**src/rtl/ltx_pkg.sv**
```systemverilog
package ltx_pkg;
  localparam int OCT_W    = 8;
  localparam int MAX_BITS = 4 + 2 * OCT_W;
  localparam int LEN_W    = $clog2(MAX_BITS + 1);
  localparam int HC_W     = $clog2(2 * MAX_BITS);

  typedef struct packed {
    logic [OCT_W-1:0] b1;
    logic [OCT_W-1:0] b2;
    logic [1:0]       d;
    logic             hk;
    logic             rate_hi;
    logic             modem;
    logic             dinb;
    logic             sync;
  } ltx_fields_t;
endpackage

```
**src/rtl/ltx_frame_builder.sv**
```systemverilog
module ltx_frame_builder
  import ltx_pkg::*;
(
  input  ltx_fields_t         f,
  output logic [MAX_BITS-1:0] word,
  output logic [LEN_W-1:0]    len
);
  localparam int PAD_LO  = MAX_BITS - 2 - OCT_W;
  localparam int PAD_MOD = MAX_BITS - 2 * OCT_W;

  logic [OCT_W-1:0] slot_lo, slot_hi;
  logic             dpos_lo;
  logic [1:0]       dpos_hi;

  always_comb begin
    slot_lo = f.dinb ? {f.d[0], f.b1[OCT_W-2:0]} : f.b1;
    slot_hi = f.dinb ? {f.d, f.b1[OCT_W-3:0]} : f.b1;
    dpos_lo = f.dinb ? 1'b1 : f.d[0];
    dpos_hi = f.dinb ? 2'b11 : f.d;
    if (f.modem) begin
      word = {f.b1, f.b2, {PAD_MOD{1'b0}}};
      len  = f.rate_hi ? LEN_W'(2 * OCT_W) : LEN_W'(OCT_W);
    end else if (!f.rate_hi) begin
      word = {f.sync, dpos_lo, slot_lo, {PAD_LO{1'b0}}};
      len  = LEN_W'(2 + OCT_W);
    end else begin
      word = {f.sync, f.hk, dpos_hi, slot_hi, f.b2};
      len  = LEN_W'(MAX_BITS);
    end
  end
endmodule

```
**src/rtl/ltx_serializer.sv**
```systemverilog
module ltx_serializer
  import ltx_pkg::*;
(
  input  logic                clk,
  input  logic                rst,
  input  logic                stb,
  input  logic [MAX_BITS-1:0] word,
  input  logic [LEN_W-1:0]    len,
  output logic                active_o,
  output logic                bit_o,
  output logic                half_o
);
  localparam int IDX_W = HC_W - 1;

  logic [HC_W-1:0]     hc_q;
  logic                active_q;
  logic [HC_W-1:0]     hc_end;
  logic [IDX_W-1:0]    idx;
  logic [MAX_BITS-1:0] sh;

  assign hc_end = HC_W'({len, 1'b0}) - HC_W'(1);

  always_ff @(posedge clk) begin
    if (rst) begin
      hc_q     <= '0;
      active_q <= 1'b0;
    end else if (stb) begin
      hc_q     <= '0;
      active_q <= 1'b1;
    end else if (active_q) begin
      if (hc_q == hc_end) active_q <= 1'b0;
      else                hc_q     <= hc_q + HC_W'(1);
    end
  end

  always_comb begin
    idx    = hc_q[HC_W-1:1];
    sh     = word << idx;
    bit_o  = sh[MAX_BITS-1];
    half_o = hc_q[0];
  end

  assign active_o = active_q;


  hc_bound_chk: assert property (@(posedge clk) disable iff (rst)
    active_q |-> (hc_q <= hc_end));


  restart_chk: assert property (@(posedge clk) disable iff (rst)
    stb |=> (active_q && hc_q == '0));
endmodule

```
**src/rtl/ltx_biphase_enc.sv**
```systemverilog
module ltx_biphase_enc (
  input  logic clk,
  input  logic rst,
  input  logic active,
  input  logic bit_i,
  input  logic half_i,
  input  logic dis,
  output logic line_sym,
  output logic line_idle
);
  logic ph_q;

  always_ff @(posedge clk) begin
    if (rst) begin
      line_sym  <= 1'b0;
      line_idle <= 1'b1;
      ph_q      <= 1'b0;
    end else begin
      ph_q <= half_i;
      if (!active || dis) begin
        line_sym  <= 1'b0;
        line_idle <= 1'b1;
      end else begin
        line_sym  <= half_i ? bit_i : ~bit_i;
        line_idle <= 1'b0;
      end
    end
  end


  disable_idle_chk: assert property (@(posedge clk) disable iff (rst)
    dis |=> (line_idle && !line_sym));


  mid_cell_edge_chk: assert property (@(posedge clk) disable iff (rst)
    (ph_q && !line_idle && $past(!line_idle)) |-> (line_sym != $past(line_sym)));


  idle_quiet_chk: assert property (@(posedge clk) disable iff (rst)
    line_idle |-> !line_sym);
endmodule

```
**src/rtl/line_tx_framer.sv**
```systemverilog
module line_tx_framer
  import ltx_pkg::*;
(
  input  logic             clk,
  input  logic             rst,
  input  logic             frame_stb,
  input  logic             rate_hi,
  input  logic             modem_sel,
  input  logic             d_in_b,
  input  logic             line_dis_pin,
  input  logic             diag_dis,
  input  logic [OCT_W-1:0] b1_oct,
  input  logic [OCT_W-1:0] b2_oct,
  input  logic [1:0]       d_bits,
  input  logic             hk_bit,
  output logic             line_sym,
  output logic             line_idle
);
  ltx_fields_t         fields_q;
  logic                sync_q;
  logic [MAX_BITS-1:0] word;
  logic [LEN_W-1:0]    len;
  logic                active, cur_bit, cur_half;

  always_ff @(posedge clk) begin
    if (rst) begin
      fields_q <= '0;
      sync_q   <= 1'b1;
    end else if (frame_stb) begin
      fields_q.b1      <= b1_oct;
      fields_q.b2      <= b2_oct;
      fields_q.d       <= d_bits;
      fields_q.hk      <= hk_bit;
      fields_q.rate_hi <= rate_hi;
      fields_q.modem   <= modem_sel;
      fields_q.dinb    <= d_in_b;
      fields_q.sync    <= sync_q;
      if (!modem_sel) sync_q <= ~sync_q;
    end
  end


  sync_toggle_chk: assert property (@(posedge clk) disable iff (rst)
    (frame_stb && !modem_sel) |=> (sync_q != $past(sync_q)));


  sync_hold_chk: assert property (@(posedge clk) disable iff (rst)
    (frame_stb && modem_sel) |=> $stable(sync_q));

  ltx_frame_builder u_build (
    .f    (fields_q),
    .word (word),
    .len  (len)
  );

  ltx_serializer u_ser (
    .clk      (clk),
    .rst      (rst),
    .stb      (frame_stb),
    .word     (word),
    .len      (len),
    .active_o (active),
    .bit_o    (cur_bit),
    .half_o   (cur_half)
  );

  ltx_biphase_enc u_enc (
    .clk       (clk),
    .rst       (rst),
    .active    (active),
    .bit_i     (cur_bit),
    .half_i    (cur_half),
    .dis       (line_dis_pin | diag_dis),
    .line_sym  (line_sym),
    .line_idle (line_idle)
  );
endmodule

```
**config.mk**
```make
export PLATFORM = sky130hd
export DESIGN_NAME = line_tx_framer
export DESIGN_NICKNAME = d
export VERILOG_FILES = /design/src/rtl/ltx_pkg.sv /design/src/rtl/ltx_frame_builder.sv /design/src/rtl/ltx_serializer.sv /design/src/rtl/ltx_biphase_enc.sv /design/src/rtl/line_tx_framer.sv
export SDC_FILE = /design/constraint.sdc
export NUM_CORES = 1
export LEC_CHECK = 0
export CORE_AREA = 2 2 61 107
export CTS_CLUSTER_DIAMETER = 150
export DETAILED_ROUTE_END_ITERATION = 8
export DIE_AREA = 0 0 63 109
export HOLD_SLACK_MARGIN = 0.06
export PLACE_DENSITY = 0.5
export SLEW_MARGIN = 15
export SYNTH_ARGS = -nofsm -noshare
export SYNTH_HDL_FRONTEND = slang
export SYNTH_SLANG_ARGS = --single-unit
```
**constraint.sdc**
```tcl
create_clock -name clk -period 2.5 [get_ports clk]
set_clock_uncertainty 0.15 [all_clocks]
set_input_delay 0.375 -clock clk [delete_from_list [all_inputs] [get_ports clk]]
set_output_delay 0.375 -clock clk [all_outputs]
set_load 0.1 [all_outputs]
```
Yosys cells after proc, flatten, opt, wreduce, memory -nomap -nowiden
Cells that the tools add are included.

Bits in registers: 33. Word-level logic and storage cells: 42. Output and inout port bits: 2.

Muxes and demuxes: 14. Reductions and logical operators: 6. $add $sub $neg: 2. Bitwise logic cells: 5. Shifts and indexed selects: 1. Equality and inequality tests: 1.

Operators by type and width (count): $mux W20 (1); $shl A20 B5 Y20 (1); $mux W19 (1); $mux W8 (2); $mux W5 (3); $add A6 B1 Y6 const B (1); $eq A6 B6 Y1 (1); $mux W1 (6); $sub A6 B1 Y6 const B (1); $not A1 Y1 (4); $reduce_and A2 Y1 (2); $reduce_or A2 Y1 (2); $mux W2 (1); $logic_not A1 Y1 (1); $logic_or A1 B1 Y1 (1); $or A1 B1 Y1 (1).

Longest topological paths before layout
Gate-level depths: netlist of the first run.

Word-level depth: 7. Mapped depth: 9. Gate-level depth less buffers: 8.

Modules after synthesis
Synthesis of the first run repeated with hierarchy kept, for this count alone.

Cell total of the unflattened synthesis: 206. Area, all modules: 1978.1 sq um.

Modules (own cells, without submodules): line_tx_framer (instances 1, area each 895.9 sq um, cells each 81); ltx_serializer (instances 1, area each 645.6 sq um, cells each 66); ltx_frame_builder (instances 1, area each 375.4 sq um, cells each 54); ltx_biphase_enc (instances 1, area each 61.3 sq um, cells each 5).

Least setup slack after synthesis of the first run
Ideal clock, no wire load.

Kind: register -> register. Start point: reg fields_q[2] in the netlist's numbering. End point: reg u_ser.hc_q[5]. Setup time: 0.070 ns. Buffers on the path: 1. Cell stages (with the launch flop): 10. Data required time: 2.280 ns. Data arrival time: 1.947 ns. Path slack: 0.333 ns. Cell sequence: dfxtp_1 > buf_2 > inv_1 > ha_1 > xnor2_1 > mux2i_1 > o31a_2 > nand4_2 > or3_1 > a21oi_1.

Word-level cells in the longest chain between the ends: 5.

Ends and longest elaborated chain: from (decl) (RTL line line_tx_framer.sv:19) `ltx_fields_t fields_q;`; $mux W5 (RTL line ltx_frame_builder.sv:20) `if (f.modem) begin`; $sub A6 B1 Y6 (RTL line ltx_serializer.sv:21) `assign hc_end = HC_W'({len, 1'b0}) - HC_W'(1);`; $eq A6 B6 Y1 (RTL line ltx_serializer.sv:31) `if (hc_q == hc_end) active_q <= 1'b0;`; $not A1 Y1 (no source line); $reduce_and A2 Y1 (no source line); to (signal assigned) (RTL line ltx_serializer.sv:32) `else hc_q <= hc_q + HC_W'(1);`; to (decl) (RTL line ltx_serializer.sv:15) `logic [HC_W-1:0] hc_q;`.

Every way passes these cells. A chain may end at the register's enable or synchronous reset.

Final worst setup path of the first run
Same ends and word-level chain as after synthesis.

==> results of run 1 <==
## how the worst max path moves through the flow
stage	end	slack [ns]	start
finish	u_ser.hc_q[5]$_SDFFE_PP0P_	0.33	fields_q[2]$_SDFFE_PP0P_
global route	u_ser.hc_q[5]$_SDFFE_PP0P_	0.17	fields_q[2]$_SDFFE_PP0P_
CTS	u_ser.hc_q[5]$_SDFFE_PP0P_	0.32	fields_q[2]$_SDFFE_PP0P_
detailed placement	u_ser.hc_q[5]$_SDFFE_PP0P_	0.34	fields_q[2]$_SDFFE_PP0P_
global placement	u_ser.hc_q[5]$_SDFFE_PP0P_	0.40	fields_q[2]$_SDFFE_PP0P_
floorplan	u_ser.hc_q[5]$_SDFFE_PP0P_	0.33	fields_q[2]$_SDFFE_PP0P_
## worst max-delay path: cells and delay by family, from the launching register on
family / cells / cell delay (ns)
flip-flops: 1 / 0.33
multiplexers: 1 / 0.20
XOR/XNOR: 1 / 0.17
AO/OA/AOI/OAI: 2 / 0.37
adder cells (fa/ha/maj): 1 / 0.24
buffers and inverters: 1 / 0.13
AND/OR/NAND/NOR: 2 / 0.50
## cells in the mapped netlist (all sizes together)
cell     count  area, um2
and3b        1       8.76
o41ai        1       8.76
nand2b       5       31.3
nor3b        1       7.51
ha           4       50.1
o211a        1       10.0
a311oi       2       17.5
inv          3       11.3
a2111oi      1       8.76
nor4         1       6.26
o31a         2       18.8
mux2i       31        310
nor2        39        146
clkbuf       4       15.0
xor2         4       35.0
nand3        5       25.0
or3b         1       8.76
nor3         4       20.0
nand4        2       18.8
a21oi        3       15.0
a211oi       1       7.51
nor2b        4       25.0
o21ai        3       15.0
a32oi        1       8.76
o32ai        1       8.76
a31oi        2       12.5
dfxtp       33        661
a2bb2oi      1       8.76
or3          1       6.26
or2          1       6.26
buf         12       76.3
xnor2        6       52.6
or4b         1       10.0
and4         1       8.76
o22a         1       8.76
mux4         1       22.5
nand2       10       37.5
## logic make-up after synthesis
logic type	Yosys count	synth area share
AND/OR/NAND/NOR	77	0.210
flip-flops	33	0.378
multiplexers	32	0.190
AO/OA/AOI/OAI	20	0.0851
buffers and inverters	19	0.0586
XOR/XNOR	10	0.0501
adder cells (fa/ha/maj)	4	0.0286
## layout make-up
type,instances,area [um2],share of cell area
inverter,3,11.3,0.00517
clock buffer,7,86.3,0.0397
timing repair buffer,34,333,0.153
tap,80,100,0.0460
multi-input combinational,143,986,0.453
sequential,33,661,0.303
## power by group through the flow
stage	Combinational, uW	Clock [uW]	Sequential, uW
after CTS	185	418	574
after global routing	201	443	577
final	182	399	573
after global placement	183	0	585
after floorplan	112	0	583
after detailed placement	184	0	586
## per-stage QoR
stage / power (uW) / utilization / hold slack, ns / instance area, um2 / setup slack, ns
6_report: 1150 / 0.361 / 0.342 / 2180 / 0.334
5_1_grt: 1220 / 0.361 / 0.381 / 2180 / 0.169
4_1_cts: 1180 / 0.361 / 0.353 / 2180 / 0.322
3_5_place_dp: 769 / 0.346 / 0.338 / 2090 / 0.337
3_3_place_gp: 769 / 0.346 / 0.322 / 2090 / 0.398
2_1_floorplan: 695 / - / 0.305 / 1750 / 0.333
## layer usage
layer / vias to the layer above / routed length [um]
li1: 718 / -
met1: 643 / 1730
met2: 23 / 2150
met3: 6 / 85
met4: 0 / 80
met5: - / 0
## layout by cell type, fill, tap and decap left out, types with 2 or more instances in the layout
master / Yosys / layout
inv_1: 3 / 3
nand2_1: 10 / 10
a311oi_1: 2 / 2
xor2_1: 4 / 4
ha_1: 4 / 4
nor2b_1: 4 / 4
clkdlybuf4s50_1: 0 / 26
nand2b_1: 5 / 5
a21oi_1: 3 / 3
a31oi_1: 2 / 2
mux2i_1: 31 / 31
dfxtp_1: 33 / 33
nor2_1: 39 / 39
o21ai_0: 2 / 2
buf_4: 2 / 7
nor3_1: 4 / 4
xnor2_1: 6 / 6
nand3_1: 5 / 5
clkbuf_8: 0 / 6
## registers in the layout, summed over array words and instances (netlist names)
signal,count
fields_q,23
u_ser.active_o,1
u_ser.hc_q,6
sync_q,1
u_enc.line_sym,1
u_enc.line_idle,1
==> out/qor.txt, run 1 <==
r2r startpoint: fields_q[2]$_SDFFE_PP0P_
worst reg2reg path depth: 8
max incr delay on CP: 0.36 ns
Die Wd: 63 um
worst min-delay path startpoint: fields_q[10]$_SDFFE_PP0P_
ANT nets after route: 0
clk sinks: 33
syn nets: 226
Setup TNS Final: 0 ns
first-pass GRT wire length: 6780 um
drt pass-1 iters: 4
CP cell instances: inv_1, ha_1, xnor2_1, mux2i_1, o31a_2, nand4_2, or3_1, a21oi_1
final RePlAce weighted congestion: 0.823
Final HPWL DP: 3010 um
Critical Path AT: 2.23 ns
non-filler cells, final: 300
area delta synth->final: 24.5%
met2 usage: 0.232
nets: 251
Hold Path Cell Cnt: 2
GRT Residual Overflow: 0
Crit Path Max Fanout: 7
Final period util: 0.867
Avg Inst Size Synth: 8.97 um2
share of layout cells above drive strength 1: 0.0909
Startpoint Class: flip-flop
1st-iter DRT viols: 21
Top Ports: 29
setup bufs post-CTS: 0
initial antenna violation count: 0
hold_buf cts: 0
PwrDens: 530 nW/um2
Internal: 871 uW
I/O Buffers: 28
worst skew pair latency: 0.28 ns
Starting Density: 0.290
max_cap viols: 0
Worst setup EP type: flip-flop
Synth Instances: 195
outcome: complete, no violations
Psw: 283 uW
Worst Path Required: 2.57 ns
routed length per instance: 13.5 um
all-layer global routing usage: 0.127
Reg clk slew, reported paths: 0.06 ns
Synth cell types: 43
# rows: 38
fill cell count: 635
worst hold path endpoint: fields_q[10]$_SDFFE_PP0P_
clock tree root buffer cell: clkbuf_8
largest net degree at the start of global routing: 27
logic gate share of total power: 0.157
RSZ-0062 raised after global routing: false
Synth Register Bits: 33
Crit Path Category: flip-flop to flip-flop
Worst slew margin: 0.741
final hold vios: 0
global-route met1 utilization: 0.142
Max clock buf depth: 2
DP Cell Count: 293
worst vdd ir: 0.000258 V
Flop pwr share: 0.497
Peak Freq: 462 MHz
full die area: 6870 um2
final WL: 4040 um
number of global-route vias before repair: 1394
Final Setup Violations: 0
Most Crowded Layer GR: met2
met3 usage: 0.0217
n_diodes: 0
Max stage delay cell, worst path: or3_1
Placeable Area: 6040 um2
vias per std cell: 4.63
yosys warns: 0
CTS tree: yes
Final min period: 2.17 ns
Seq/Total Area, Yosys: 0.378
die height: 109 um
drt drc: 0
Clk pwr share: 0.346
FF-to-FF setup slack: 0.33 ns
Post-Synthesis Cell Area: 1750 um2
Sw Ratio: 0.245
# H-tree levels: 2
fin. max-slew vios: 0
Static Leak: 0.000855 uW
Resize count post-CTS: 0
DR vias: 1390
cts bufs inserted: 5
Worst Tran Pin Value: 0.388 ns
capturing point of the worst reg2reg path: u_ser.hc_q[5]$_SDFFE_PP0P_
worst min-delay path category: flip-flop to flip-flop
(Power assumes the default switching activity.)
==> inputs of run 2 (changes only) <==
--- a/config.mk
+++ b/config.mk
@@ -11,7 +11,9 @@
 export DIE_AREA = 0 0 63 109
 export HOLD_SLACK_MARGIN = 0.06
 export PLACE_DENSITY = 0.5
+export REMOVE_ABC_BUFFERS = 1
 export SLEW_MARGIN = 15
 export SYNTH_ARGS = -nofsm -noshare
 export SYNTH_HDL_FRONTEND = slang
 export SYNTH_SLANG_ARGS = --single-unit
+export TNS_END_PERCENT = 100
==> out/qor.txt, run 2 (same netlist as run 1, synthesis figures left out) <==
clk sinks: 33
worst min-delay path startpoint: fields_q[7]$_SDFFE_PP0P_
logic gate share of total power: 0.152
area of the multi-input gates: 986 um2
worst min-delay path category: flip-flop to flip-flop
worst vdd ir: 0.000232 V
nets: 252
all-layer global routing usage: 0.120
Static Leak: 0.000870 uW
Die Wd: 63 um
Critical Path AT: 2.24 ns
sequential standard cell area: 661 um2
final WL: 3900 um
Worst slew margin: 0.757
# rows: 38
Worst Path Required: 2.57 ns
setup bufs post-CTS: 0
hold_buf cts: 0
FF-to-FF setup slack: 0.33 ns
share of layout cells above drive strength 1: 0.104
outcome: complete, no violations
Flop pwr share: 0.482
most common cell after layout, fill and taps aside: nor2_1
Clk pwr share: 0.366
number of global-route vias before repair: 1362
Hold Path Cell Cnt: 2
fill cell count: 635
routed length per instance: 12.9 um
die height: 109 um
initial antenna violation count: 0
Crit Path Category: flip-flop to flip-flop
cts bufs inserted: 5
ANT nets after route: 0
largest net degree at the start of global routing: 27
final hold vios: 0
Placeable Area: 6040 um2
Reg clk slew, reported paths: 0.07 ns
Resize count post-CTS: 0
Setup TNS Final: 0 ns
Max stage delay cell, worst path: dfxtp_1
drt drc: 0
worst skew pair latency: 0.28 ns
full die area: 6870 um2
GRT Residual Overflow: 0
drt pass-1 iters: 4
Psw: 289 uW
Top Ports: 29
worst reg2reg path depth: 7
I/O Buffers: 28
capturing point of the worst reg2reg path: u_ser.hc_q[5]$_SDFFE_PP0P_
Sw Ratio: 0.243
r2r startpoint: fields_q[3]$_SDFFE_PP0P_
area delta synth->final: 25.8%
max_cap viols: 0
first-pass GRT wire length: 6380 um
Final Setup Violations: 0
final RePlAce weighted congestion: 0.854
max reg flops: 23
Final period util: 0.869
Starting Density: 0.290
Max clock buf depth: 2
n_diodes: 0
Worst Tran Pin Value: 0.355 ns
commonest non-fill, non-tap cells in the layout: nor2_1, dfxtp_1, mux2i_1, clkdlybuf4s50_1, nand2_1
1st-iter DRT viols: 14
max incr delay on CP: 0.48 ns
Largest regs: fields_q x23, u_ser.hc_q x6
Final HPWL DP: 2980 um
CP cell instances: inv_1, ha_1, xnor2_1, o31a_2, nand4_2, or3_1, a21oi_1
# H-tree levels: 2
Worst setup EP type: flip-flop
worst hold path endpoint: fields_q[7]$_SDFFE_PP0P_
vias per std cell: 4.61
PwrDens: 541 nW/um2
Peak Freq: 460 MHz
Top reg by flops: fields_q
clock tree root buffer cell: clkbuf_8
Final min period: 2.17 ns
RSZ-0062 raised after global routing: false
DR vias: 1392
Startpoint Class: flip-flop
fin. max-slew vios: 0
Final Core Density: 0.364
Crit Path Max Fanout: 8
Internal: 901 uW
CTS tree: yes
-- run 2: cell type report --
class	count	share of cell area
well taps	80	0.0455
clock inverters	1	0.00228
repair buffers	35	0.155
multi-input cells	143	0.448
flip-flops and latches	33	0.300
inverters	3	0.00512
clock buffers	7	0.0438
-- run 2: per-stage QoR --
stage,total power [uW],hold slack (ns),cells,area [um2],setup slack [ns]
floorplan,678,0.297,179,1660,0.0808
global placement,769,0.326,294,2100,0.327
detailed placement,769,0.332,294,2100,0.338
CTS,1210,0.349,302,2200,0.318
global route,1250,0.380,302,2200,0.119
finish,1190,0.342,302,2200,0.327
-- run 2: how the worst max path moves through the flow --
stage	depth (start not counted)	slack, ns	end	startpoint
after global placement	7	0.33	u_ser.hc_q[5]$_SDFFE_PP0P_	fields_q[3]$_SDFFE_PP0P_
final	7	0.33	u_ser.hc_q[5]$_SDFFE_PP0P_	fields_q[3]$_SDFFE_PP0P_
after CTS	8	0.32	u_ser.hc_q[5]$_SDFFE_PP0P_	fields_q[2]$_SDFFE_PP0P_
after global routing	8	0.12	u_ser.hc_q[5]$_SDFFE_PP0P_	fields_q[2]$_SDFFE_PP0P_
after detailed placement	8	0.34	u_ser.hc_q[5]$_SDFFE_PP0P_	fields_q[2]$_SDFFE_PP0P_
after floorplan	8	0.08	u_ser.hc_q[5]$_SDFFE_PP0P_	fields_q[2]$_SDFFE_PP0P_
-- run 2: critical path: cells and delay by family (launching register included) --
kind,cells,cell delay [ns]
AND/OR/NAND/NOR,2,0.51
flip-flops,1,0.48
AO/OA/AOI/OAI,2,0.38
adder cells (fa/ha/maj),1,0.31
buffers and inverters,1,0.15
XOR/XNOR,1,0.13
-- run 2: power groups by stage --
| stage | clock (uW) | sequential (uW) | combinational, uW |
|---|---|---|---|
| floorplan | 0 | 589 | 89.3 |
| global placement | 0 | 586 | 183 |
| detailed placement | 0 | 585 | 184 |
| CTS | 453 | 573 | 185 |
| global route | 476 | 577 | 199 |
| finish | 436 | 573 | 181 |
-- run 2: per-layer routing --
layer / vias to the layer above / part of all wire / track usage
met5: - / 0 / 0
li1: 718 / - / -
met4: 0 / 0.022 / 0.0746
met1: 655 / 0.40 / 0.124
met2: 14 / 0.56 / 0.223
met3: 5 / 0.016 / 0.0196
